[config.mk]
export PLATFORM = sky130hd
export DESIGN_NAME = hpt_walker
export DESIGN_NICKNAME = d
export VERILOG_FILES = /design/src/rtl/hpt_pkg.sv /design/src/rtl/hpt_seg_sel.sv /design/src/rtl/hpt_hash.sv /design/src/rtl/hpt_walker.sv
export SDC_FILE = /design/constraint.sdc
export NUM_CORES = 1
export LEC_CHECK = 0
export BUFFER_PORTS_ARGS = -buffer_cell sky130_fd_sc_hd__buf_2
export CORE_AREA = 2 2 287 289
export CTS_CLUSTER_SIZE = 16
export DETAILED_ROUTE_END_ITERATION = 7
export DIE_AREA = 0 0 289 291
export PLACE_DENSITY = 0.37
export SLEW_MARGIN = 20
export SYNTH_ARGS = -nofsm -noshare
export SYNTH_HDL_FRONTEND = slang
export SYNTH_HIERARCHICAL = 1
export SYNTH_SLANG_ARGS = --single-unit
[constraint.sdc]
create_clock -name clk -period 3.7 [get_ports clk]
set_clock_uncertainty 0.15 [all_clocks]
set_input_delay 0.74 -clock clk [delete_from_list [all_inputs] [get_ports clk]]
set_output_delay 0.74 -clock clk [all_outputs]
set_load 0.05 [all_outputs]
[src/rtl/hpt_pkg.sv]
package hpt_pkg;

    localparam int VSID_W      = 24;
    localparam int HASH_W      = 23;
    localparam int MASK_W      = 9;
    localparam int GRP_LO_W    = 10;
    localparam int GROUP_SHIFT = 6;
    localparam int TABLE_SHIFT = 16;
    localparam int ENTRY_SHIFT = 3;

    localparam logic [31:0] FS_NO_XLATE = 32'h4000_0000;
    localparam logic [31:0] FS_STORE    = 32'h0200_0000;
    localparam logic [31:0] KEY_VALID   = 32'h8000_0000;
    localparam logic [31:0] KEY_SECOND  = 32'h0000_0040;

    typedef enum logic [2:0] {
        ST_IDLE, ST_HASH, ST_KEY_RD, ST_KEY_CMP, ST_LO_RD, ST_LO_CAP, ST_DONE
    } walk_state_e;

    typedef struct packed {
        logic [31:0] vaddr;
        logic        is_data;
        logic        is_write;
    } walk_req_t;

    typedef struct packed {
        logic        hit;
        logic [31:0] ppage;
        logic [31:0] fstat;
        logic [31:0] faddr;
    } walk_rsp_t;

    function automatic logic [HASH_W-1:0] first_hash(input logic [31:0] va,
                                                     input logic [VSID_W-1:0] vsid);
        logic [31:0] t;
        t = {16'b0, va[27:12]} ^ {8'b0, vsid};
        return t[HASH_W-1:0];
    endfunction

    function automatic logic [31:0] match_key(input logic [VSID_W-1:0] vsid,
                                              input logic [31:0] va,
                                              input logic second);
        return KEY_VALID | ({8'b0, vsid} << 7) | {26'b0, va[27:22]}
               | (second ? KEY_SECOND : 32'h0);
    endfunction

endpackage

[src/rtl/hpt_seg_sel.sv]
module hpt_seg_sel
    import hpt_pkg::*;
#(
    parameter int NUM_SEG = 16,
    parameter int SEL_W   = $clog2(NUM_SEG)
) (
    input  logic [NUM_SEG*32-1:0] seg_flat,
    input  logic [SEL_W-1:0]      sel,
    output logic [VSID_W-1:0]     vsid
);
    logic [31:0] seg_arr [NUM_SEG];
    logic [VSID_W-1:0] vsid_arr [NUM_SEG];
    logic [NUM_SEG*(32-VSID_W)-1:0] unused_seg_hi;

    for (genvar g = 0; g < NUM_SEG; g++) begin : g_seg
        assign seg_arr[g]  = seg_flat[g*32 +: 32];
        assign vsid_arr[g] = seg_arr[g][VSID_W-1:0];
        assign unused_seg_hi[g*(32-VSID_W) +: (32-VSID_W)] = seg_arr[g][31:VSID_W];
    end

    assign vsid = vsid_arr[sel];
endmodule

[src/rtl/hpt_hash.sv]
module hpt_hash
    import hpt_pkg::*;
(
    input  logic [31:0]       vaddr,
    input  logic [VSID_W-1:0] vsid,
    input  logic              second,
    input  logic [31:0]       desc,
    output logic [31:0]       grp_addr,
    output logic [31:0]       key
);
    logic [HASH_W-1:0] h_first, h_sel;
    logic [MASK_W-1:0] hi_bits;
    logic [31:0]       grp_off, base;
    logic              unused_hash;

    always_comb begin
        h_first  = first_hash(vaddr, vsid);
        h_sel    = second ? ~h_first : h_first;
        hi_bits  = h_sel[GRP_LO_W+MASK_W-1:GRP_LO_W] & desc[MASK_W-1:0];
        grp_off  = (32'(h_sel[GRP_LO_W-1:0]) << GROUP_SHIFT)
                 | (32'(hi_bits) << TABLE_SHIFT);
        base     = {desc[31:TABLE_SHIFT], 16'b0};
        grp_addr = base + grp_off;
        key      = match_key(vsid, vaddr, second);
    end

    assign unused_hash = ^{h_sel[HASH_W-1:GRP_LO_W+MASK_W], desc[TABLE_SHIFT-1:MASK_W]};
endmodule

[src/rtl/hpt_walker.sv]
module hpt_walker
    import hpt_pkg::*;
#(
    parameter int NUM_SEG       = 16,
    parameter int GROUP_ENTRIES = 8
) (
    input  logic                  clk,
    input  logic                  rst,
    input  logic                  req_valid,
    input  logic [31:0]           req_vaddr,
    input  logic                  req_is_data,
    input  logic                  req_is_write,
    input  logic [NUM_SEG*32-1:0] seg_regs,
    input  logic [31:0]           tbl_desc,
    output logic                  mem_rd_en,
    output logic [31:0]           mem_addr,
    input  logic [31:0]           mem_rd_data,
    output logic                  busy,
    output logic                  done,
    output logic                  hit,
    output logic [31:0]           phys_page,
    output logic [31:0]           fault_status,
    output logic [31:0]           fault_addr
);
    localparam int SEL_W = $clog2(NUM_SEG);
    localparam int IDX_W = $clog2(GROUP_ENTRIES);
    localparam logic [IDX_W-1:0] IDX_LAST = IDX_W'(GROUP_ENTRIES - 1);

    walk_state_e       state_q;
    walk_req_t         req_q;
    walk_rsp_t         rsp_q, miss_rsp;
    logic              pass_q;
    logic [IDX_W-1:0]  idx_q;
    logic [31:0]       grp_q, key_q;
    logic [VSID_W-1:0] vsid;
    logic [31:0]       hash_grp, hash_key;

    hpt_seg_sel #(.NUM_SEG(NUM_SEG)) u_seg_sel (
        .seg_flat (seg_regs),
        .sel      (req_q.vaddr[31 -: SEL_W]),
        .vsid     (vsid)
    );

    hpt_hash u_hash (
        .vaddr    (req_q.vaddr),
        .vsid     (vsid),
        .second   (pass_q),
        .desc     (tbl_desc),
        .grp_addr (hash_grp),
        .key      (hash_key)
    );

    always_comb begin
        miss_rsp       = '0;
        if (req_q.is_data) begin
            miss_rsp.fstat = FS_NO_XLATE | (req_q.is_write ? FS_STORE : 32'h0);
            miss_rsp.faddr = req_q.vaddr;
        end
    end

    always_ff @(posedge clk) begin
        if (rst) begin
            state_q <= ST_IDLE;
            req_q   <= '0;
            rsp_q   <= '0;
            pass_q  <= 1'b0;
            idx_q   <= '0;
            grp_q   <= '0;
            key_q   <= '0;
        end else begin
            case (state_q)
                ST_IDLE: if (req_valid) begin
                    req_q   <= '{vaddr: req_vaddr, is_data: req_is_data, is_write: req_is_write};
                    rsp_q   <= '0;
                    pass_q  <= 1'b0;
                    state_q <= ST_HASH;
                end
                ST_HASH: if (tbl_desc == '0) begin
                    rsp_q   <= miss_rsp;
                    state_q <= ST_DONE;
                end else begin
                    grp_q   <= hash_grp;
                    key_q   <= hash_key;
                    idx_q   <= '0;
                    state_q <= ST_KEY_RD;
                end
                ST_KEY_RD: state_q <= ST_KEY_CMP;
                ST_KEY_CMP: begin
                    if (mem_rd_data == key_q) begin
                        state_q <= ST_LO_RD;
                    end else if (idx_q == IDX_LAST) begin
                        if (!pass_q) begin
                            pass_q  <= 1'b1;
                            state_q <= ST_HASH;
                        end else begin
                            rsp_q   <= miss_rsp;
                            state_q <= ST_DONE;
                        end
                    end else begin
                        idx_q   <= idx_q + 1'b1;
                        state_q <= ST_KEY_RD;
                    end
                end
                ST_LO_RD: state_q <= ST_LO_CAP;
                ST_LO_CAP: begin
                    rsp_q   <= '{hit: 1'b1, ppage: {mem_rd_data[31:12], 12'b0},
                                 fstat: 32'h0, faddr: 32'h0};
                    state_q <= ST_DONE;
                end
                ST_DONE: state_q <= ST_IDLE;
                default: state_q <= ST_IDLE;
            endcase
        end
    end

    assign mem_rd_en    = (state_q == ST_KEY_RD) || (state_q == ST_LO_RD);
    assign mem_addr     = grp_q + (32'(idx_q) << ENTRY_SHIFT)
                        + ((state_q == ST_LO_RD) ? 32'd4 : 32'd0);
    assign busy         = (state_q != ST_IDLE);
    assign done         = (state_q == ST_DONE);
    assign hit          = rsp_q.hit;
    assign phys_page    = rsp_q.ppage;
    assign fault_status = rsp_q.fstat;
    assign fault_addr   = rsp_q.faddr;

    AST_DONE_SINGLE: assert property (@(posedge clk) disable iff (rst)
        done |=> !done);
    AST_HIT_NO_FAULT: assert property (@(posedge clk) disable iff (rst)
        (done && hit) |-> (fault_status == 32'h0 && fault_addr == 32'h0));
    AST_DATA_MISS_FAULT: assert property (@(posedge clk) disable iff (rst)
        (done && !hit && req_q.is_data) |-> (fault_status[30] && fault_addr == req_q.vaddr));
    AST_SECOND_AFTER_LAST: assert property (@(posedge clk) disable iff (rst)
        $rose(pass_q) |-> ($past(idx_q) == IDX_LAST));
    AST_ZERO_DESC_NO_READ: assert property (@(posedge clk) disable iff (rst)
        (state_q == ST_HASH && tbl_desc == '0) |=> (!mem_rd_en && done && !hit));
    AST_READ_WORD_ALIGNED: assert property (@(posedge clk) disable iff (rst)
        mem_rd_en |-> (mem_addr[1:0] == 2'b00));
    AST_IDLE_NO_READ: assert property (@(posedge clk) disable iff (rst)
        !busy |-> !mem_rd_en);
endmodule

======== Word level (Yosys, flattened, before mapping) ========
Cells that the tools add are included.
word-level totals
  input port bits ......................... 613
  bits in registers ....................... 202
  logic and storage cells ................. 80
  output and inout bits ................... 132
operators by class
  reduce and logical (&&, ||, !) cells .... 12
  muxes and demuxes ....................... 28
  add/sub/neg operators ................... 4
  eq/ne operators ......................... 15
  bitwise operators ....................... 8
  $lt $le $gt $ge ......................... 1
operators by type and width
  kind                                        count
  97-bit two-way mux                          5
  97-bit one-hot mux with 4 select lines      1
  24-bit binary-select mux with 4-bit select  1
  63-bit two-way mux                          1
  24-bit two-way mux                          2
  32-bit by 3-bit adder with 32-bit output    1
  32-bit adder                                1
  32-bit by 6-bit adder with 32-bit output    1
  32-bit == test                              1
  32-bit logical NOT                          1
  32-bit by 6-bit OR with 32-bit output       1
  32-bit by 7-bit OR with 32-bit output       1
  3-bit two-way mux                           9
  26-bit two-way mux                          1
  16-bit by 25-bit OR with 25-bit output      1
  19-bit two-way mux                          1
  19-bit inverter                             1
  16-bit by 19-bit XOR with 19-bit output     1
  3-bit one-hot mux with 6 select lines       1
  2-bit != test (second input constant)       7
  3-bit == test (second input constant)       4
  9-bit AND                                   1
  4-bit AND reduction                         2
  7-bit two-way mux                           1
  other kinds (16)                            21

======== Logic depth before layout (Yosys ltp) ========
  word-level depth ........................ 10
  depth in mapped cells ................... 19
  depth with buffers taken out ............ 16

======== Hierarchy ========
Netlist, hierarchy kept.
modules (own cells, without submodules)
  module       cells an instance  sequential area each (um2)  area an instance (um2)  instances
  hpt_walker   791                3203.1                      6815.3                  1
  hpt_seg_sel  205                0.0                         2811.4                  1
  hpt_hash     169                0.0                         1219.9                  1

======== Least setup slack after synthesis ========
OpenSTA, ideal clock, no wires.
  path type ............................... reg2out
  start point ............................. register state_q[0]
  end point ............................... output mem_addr[26]
  required time ........................... 2810 ps
  stages on the path, launching flop included .. 11
  path slack .............................. -92 ps
  arrival ................................. 2902 ps
  path buffers ............................ 1
  path through ............................ dfxtp_1 clkbuf_1 nor2_1 ha_1 fa_1 a21o_1 a21oi_1 nor2_1 nand2_1 nor2_1 xnor2_1
on the way
  longest elaborated chain between the ends .. 3
RTL lines
  item                                      RTL line           RTL
  from (decl)                               hpt_walker.sv:29   walk_state_e state_q;
  from (signal assigned)                    hpt_walker.sv:63   state_q <= ST_IDLE;
  from (signal assigned)                    hpt_walker.sv:76   state_q <= ST_HASH;
  from (signal assigned)                    hpt_walker.sv:80   state_q <= ST_DONE;
  3-bit == test                             hpt_walker.sv:118  + ((state_q == ST_LO_RD) ? 32'd4 : 32'd0);
  3-bit two-way mux                         hpt_walker.sv:118
  32-bit by 3-bit adder with 32-bit output  hpt_walker.sv:118
  to (decl)                                 hpt_walker.sv:16   output logic [31:0] mem_addr,
No other way between the ends.

======== Worst setup path after layout ========
  start point ............................. register req_q[30] (netlist name)
  end point ............................... register grp_q[22]
on the way
  longest elaborated chain between the ends .. 10
RTL lines
  item                                                        RTL line           RTL
  from (decl)                                                 hpt_walker.sv:30   walk_req_t req_q;
  from (signal assigned)                                      hpt_walker.sv:73   req_q <= '{vaddr: req_vaddr, is_data: req_is_data, is_write: req_is_write};
  4-bit inverter with 5-bit output (implied by the code) (*)  hpt_seg_sel.sv:21  assign vsid = vsid_arr[sel];
  24-bit binary-select mux with 4-bit select (*)              hpt_seg_sel.sv:21
  24-bit two-way mux (implied by the code) (*) (2 in series)  hpt_seg_sel.sv:21
  net vsid[10]                                                hpt_walker.sv:35   logic [VSID_W-1:0] vsid;
  16-bit by 19-bit XOR with 19-bit output (*)                 hpt_pkg.sv:36      t = {16'b0, va[27:12]} ^ {8'b0, vsid};
  19-bit inverter                                             hpt_hash.sv:18     h_sel = second ? ~h_first : h_first;
  19-bit two-way mux (*)                                      hpt_hash.sv:18
  9-bit AND (*)                                               hpt_hash.sv:19     hi_bits = h_sel[GRP_LO_W+MASK_W-1:GRP_LO_W] & desc[MASK_W-1:0];
  16-bit by 25-bit OR with 25-bit output (*)                  hpt_hash.sv:21     | (32'(hi_bits) << TABLE_SHIFT);
  32-bit adder (*)                                            hpt_hash.sv:23     grp_addr = base + grp_off;
  net hash_grp[22]                                            hpt_walker.sv:36   logic [31:0] hash_grp, hash_key;
  to (signal assigned)                                        hpt_walker.sv:82   grp_q <= hash_grp;
  to (decl)                                                   hpt_walker.sv:34   logic [31:0] grp_q, key_q;
The timed path passes the listed nets; every way through them passes the cells marked *. The select of a mux whose other input is x is not followed.
A chain may end at the register's enable or synchronous reset.

==> metrics.log <==
[metrics] setup slack of the worst register-to-register path: -170 ps
[metrics] Mapped Cells: 1165
[metrics] share of power burned in combinational logic: 34.8%
[metrics] Crit Path Max Fanout: 7
[metrics] logic depth of the worst register-to-register path: 20
[metrics] part of the total power dissipated in sequential elements: 32.2%
[metrics] share of async-settable or async-resettable flops after synthesis: 0%
[metrics] area growth from synthesis to layout: 51.9%
[metrics] share of the synthesized area in the top cell type: 29.5%
[metrics] endpoint arrival time on the critical path: 4130 ps
[metrics] final net count: 2392
[metrics] Sw Pwr: 2.13 mW
[metrics] Wirelength per Cell: 25.7 um
[metrics] most frequently used flop master after synthesis: sky130_fd_sc_hd__dfxtp_1
[metrics] count of antenna-violating nets left after detailed routing: 0
[metrics] crit path capture type: flip-flop
[metrics] Achievable Freq: 258 MHz
[metrics] max-cap check violation count: 0
[metrics] Internal Power: 3.76 mW
[metrics] peak ir drop on the vdd network: 0.000343 V
[metrics] CTS HTree Levels: 4
[metrics] row count: 105
[metrics] starting density of the core: 13.4%
[metrics] most frequent cells after synthesis: 245 x sky130_fd_sc_hd__nand2_1, 160 x sky130_fd_sc_hd__dfxtp_1, 110 x sky130_fd_sc_hd__a21oi_1, 98 x sky130_fd_sc_hd__xnor2_1, 96 x sky130_fd_sc_hd__mux4_2
[metrics] Crit Path Class: reg2reg
[metrics] final hold vios: 0
[metrics] CTS root buffer: sky130_fd_sc_hd__clkbuf_16
[metrics] buffer depth of the longest clock path: 2
[metrics] number of enable-type register cells in the synthesized netlist: 0
[metrics] floorplan die width: 289 um
[metrics] run status: finished with violations
[metrics] sequential element share of the synthesized area: 29.5%
[metrics] share of final-layout standard cells stronger than drive strength 1: 50.8%
[metrics] y dimension of the die: 291 um
[metrics] count of yosys warnings during synthesis: 6
[metrics] clock network fraction of design power: 33.0%
[metrics] startpoint class of the critical path: flip-flop
[metrics] Buffers on Ports: 574
[metrics] number of buffers inserted during clock tree synthesis: 17
[metrics] # clock sinks: 160
[metrics] Required @ worst endpoint: 3960 ps
[metrics] global-route wire length before repair: 97900 um
[metrics] unrepaired setup endpoints after global routing: true
[metrics] origin of the critical flop-to-flop path: req_q[30]$_SDFFE_PP0P_
[metrics] pin count of the biggest net entering global routing: 64
[metrics] drt initial violations: 512
[metrics] number of global-route vias before repair: 12000
[metrics] Endpoint, Worst Hold: req_q[12]$_SDFFE_PP0P_
[metrics] most numerous cell in the Yosys netlist: sky130_fd_sc_hd__nand2_1
[metrics] core occupancy in the finished layout: 20.3%
[metrics] switching share of power: 36.1%
[metrics] clock period minus worst slack: 3870 ps
[metrics] area of the mapped netlist: 10800 um2
[metrics] actual transition at the worst max-transition pin: 1000 ps
[metrics] largest area contributor in the synthesized netlist: sky130_fd_sc_hd__dfxtp_1
[metrics] setup violators final: 8
[metrics] Hold Startpoint: req_q[12]$_SDFFE_PP0P_
[metrics] cell depth of the worst hold path: 2
[metrics] power density over cell area: 357 nW/um2
[metrics] placeable core region: 81200 um2
[metrics] DRC violation count after routing: 0
[metrics] CTS tree: done
[metrics] cells taking the most area after synthesis: sky130_fd_sc_hd__dfxtp_1 30%, sky130_fd_sc_hd__mux4_2 20%, sky130_fd_sc_hd__nand2_1 8.5%, sky130_fd_sc_hd__xnor2_1 7.9%, sky130_fd_sc_hd__buf_4 5.7%
[metrics] die area: 84100 um2
[metrics] number of storage elements in the synthesis netlist: 160
[metrics] aggregate global-route resource usage: 17.3%
[metrics] violated checks: setup timing
[metrics] final wirelength: 73900 um
[metrics] worst max-slew margin expressed relative to the limit: 33.1%
[metrics] overall power: 5.89 mW
[metrics] later-pin clock latency in the skew report: 500 ps
[metrics] number of antenna violations at the first check in global routing: 92
[metrics] Synth Area per Inst: 9.31 um2
[metrics] fin. max-slew vios: 0
[metrics] last weighted congestion value of the routability-driven placer: 0.876
[metrics] I/O Pins: 745
[metrics] period utilization: 105%
[metrics] post-synthesis cell type count: 54
[metrics] leakage: 6.88 nW
[metrics] CTS clk-pin slew, worst paths: 90 ps
[metrics] number of hold buffers added after CTS: 0
[metrics] detailed-routing iteration count for the pre-antenna-repair pass: 5
[metrics] endpoint of the most critical register-to-register path: grp_q[22]$_SDFFE_PP0P_
[metrics] remaining global-route overflow: 0
[metrics] Setup WS post-layout: -170 ps
[metrics] worst hold-check path type: reg2reg
[metrics] HPWL after DPL: 64000 um
[metrics] via density per instance: 4.05
[metrics] DR vias: 11600
[stage by stage]
stage / cells / setup TNS, ps / instance area, um2 / hold WS (ps) / setup WS, ps
floorplan: 1211 / 0 / 11000 / 282 / 1.34
global placement: 2797 / -5880 / 15200 / 294 / -712
detailed placement: 2797 / -5870 / 15200 / 295 / -687
CTS: 2838 / -1000 / 16200 / 263 / -167
global route: 2853 / -2760 / 16400 / 287 / -329
finish: 2873 / -864 / 16500 / 307 / -170
[cell families after synthesis]
| kind of cell | count (synthesis) | share of synthesized area [%] |
|---|---|---|
| AND/OR/NAND/NOR | 357 | 14.5 |
| AO/OA/AOI/OAI | 242 | 15.0 |
| buffers and inverters | 180 | 9.94 |
| flip-flops | 160 | 29.5 |
| XOR/XNOR | 107 | 8.64 |
| multiplexers | 99 | 20.2 |
| adder cells (fa/ha/maj) | 17 | 2.10 |
| other | 3 | 0.104 |
[cells in the final DEF, fill, tap and decap left out, types with 6 or more instances in the layout]
| cell type | count |
|---|---|
| sky130_fd_sc_hd__buf_2 | 559 |
| sky130_fd_sc_hd__nand2_1 | 243 |
| sky130_fd_sc_hd__dfxtp_1 | 156 |
| sky130_fd_sc_hd__buf_4 | 114 |
| sky130_fd_sc_hd__a21oi_1 | 103 |
| sky130_fd_sc_hd__mux4_2 | 96 |
| sky130_fd_sc_hd__xnor2_1 | 88 |
| sky130_fd_sc_hd__a22o_1 | 53 |
| sky130_fd_sc_hd__conb_1 | 49 |
| sky130_fd_sc_hd__a22oi_1 | 37 |
| sky130_fd_sc_hd__diode_2 | 28 |
| sky130_fd_sc_hd__nand4_1 | 20 |
| sky130_fd_sc_hd__nor2_1 | 19 |
| sky130_fd_sc_hd__clkbuf_16 | 17 |
| sky130_fd_sc_hd__inv_1 | 13 |
| sky130_fd_sc_hd__nand3_1 | 13 |
| sky130_fd_sc_hd__buf_12 | 12 |
| sky130_fd_sc_hd__a22oi_2 | 11 |
| sky130_fd_sc_hd__buf_6 | 10 |
| sky130_fd_sc_hd__nor4_1 | 9 |
| sky130_fd_sc_hd__xor2_1 | 8 |
| sky130_fd_sc_hd__xnor2_2 | 8 |
| sky130_fd_sc_hd__ha_1 | 8 |
| sky130_fd_sc_hd__a21oi_2 | 7 |
| sky130_fd_sc_hd__and2_1 | 7 |
| sky130_fd_sc_hd__a21o_1 | 6 |
[flip-flops by register name, indices dropped and copies added (netlist names)]
name          count
fault_addr       32
fault_status      2
grp_q            32
hit               1
idx_q             3
key_q            32
pass_q            1
phys_page        20
req_q            34
state_q           3
[power groups by stage]
stage / Sequential, mW / Clock, mW / Combinational (mW)
after global placement: 1.93 / 0 / 1.96
after CTS: 1.90 / 2.04 / 2.07
final: 1.90 / 1.95 / 2.05
after global routing: 1.91 / 2.09 / 2.23
after detailed placement: 1.94 / 0 / 1.97
after floorplan: 1.90 / 0 / 1.18
[metal layers]
metal | share of wire [%] | vias up | GRT usage (%)
met5 | 0.20 | - | 0
met4 | 3.0 | 24 | 4.02
met3 | 8.0 | 144 | 4.95
met2 | 49 | 571 | 30.0
met1 | 40 | 5583 | 20.9
li1 | - | 5315 | -
[final cells by class]
type	count	area, um2
inverters	15	56.3
well taps	1070	1340
fillers	9189	64700
multi-input cells	871	7130
clock inverters	14	170
clock buffers	18	439
flip-flops and latches	160	3220
repair buffers	697	4050
diodes	28	70.1
[worst max path at each step]
stage                                 startpoint                     end  slack [ps]  cells after the start
after CTS                 req_q[30]$_SDFFE_PP0P_  grp_q[24]$_SDFFE_PP0P_        -170                     18
after floorplan           req_q[30]$_SDFFE_PP0P_  grp_q[26]$_SDFFE_PP0P_           1                     19
after detailed placement           seg_regs[202]  grp_q[28]$_SDFFE_PP0P_        -690                     18
after global routing      req_q[30]$_SDFFE_PP0P_  grp_q[28]$_SDFFE_PP0P_        -330                     19
final                     req_q[30]$_SDFFE_PP0P_  grp_q[22]$_SDFFE_PP0P_        -170                     20
after global placement             seg_regs[202]  grp_q[26]$_SDFFE_PP0P_        -710                     18
[worst max-delay path: stages (launching register included)]
cell	delay [ps]
sky130_fd_sc_hd__dfxtp_4	470
sky130_fd_sc_hd__buf_12	160
sky130_fd_sc_hd__mux4_2	530
sky130_fd_sc_hd__a22oi_2	190
sky130_fd_sc_hd__buf_6	140
sky130_fd_sc_hd__nand2_8	70
sky130_fd_sc_hd__xnor2_2	140
sky130_fd_sc_hd__xnor2_1	130
sky130_fd_sc_hd__and2_1	140
sky130_fd_sc_hd__ha_2	190
sky130_fd_sc_hd__inv_2	40
sky130_fd_sc_hd__fa_2	340
sky130_fd_sc_hd__nand2b_4	170
sky130_fd_sc_hd__buf_4	140
sky130_fd_sc_hd__buf_6	110
sky130_fd_sc_hd__a21oi_2	120
sky130_fd_sc_hd__o21a_1	120
sky130_fd_sc_hd__nor2_1	40
sky130_fd_sc_hd__xnor2_1	150
sky130_fd_sc_hd__nand2_1	90
sky130_fd_sc_hd__a21oi_2	120
[what timing repair did]
| action | in CTS | in global routing |
|---|---|---|
| resized for setup | 57 | 38 |
| setup buffers | 8 | 6 |
| pin swaps | 17 | 16 |
| gates cloned | 1 | 1 |
| endpoints found under the setup margin | 34 | 31 |
No activity file was read; power rests on OpenSTA's default activity.
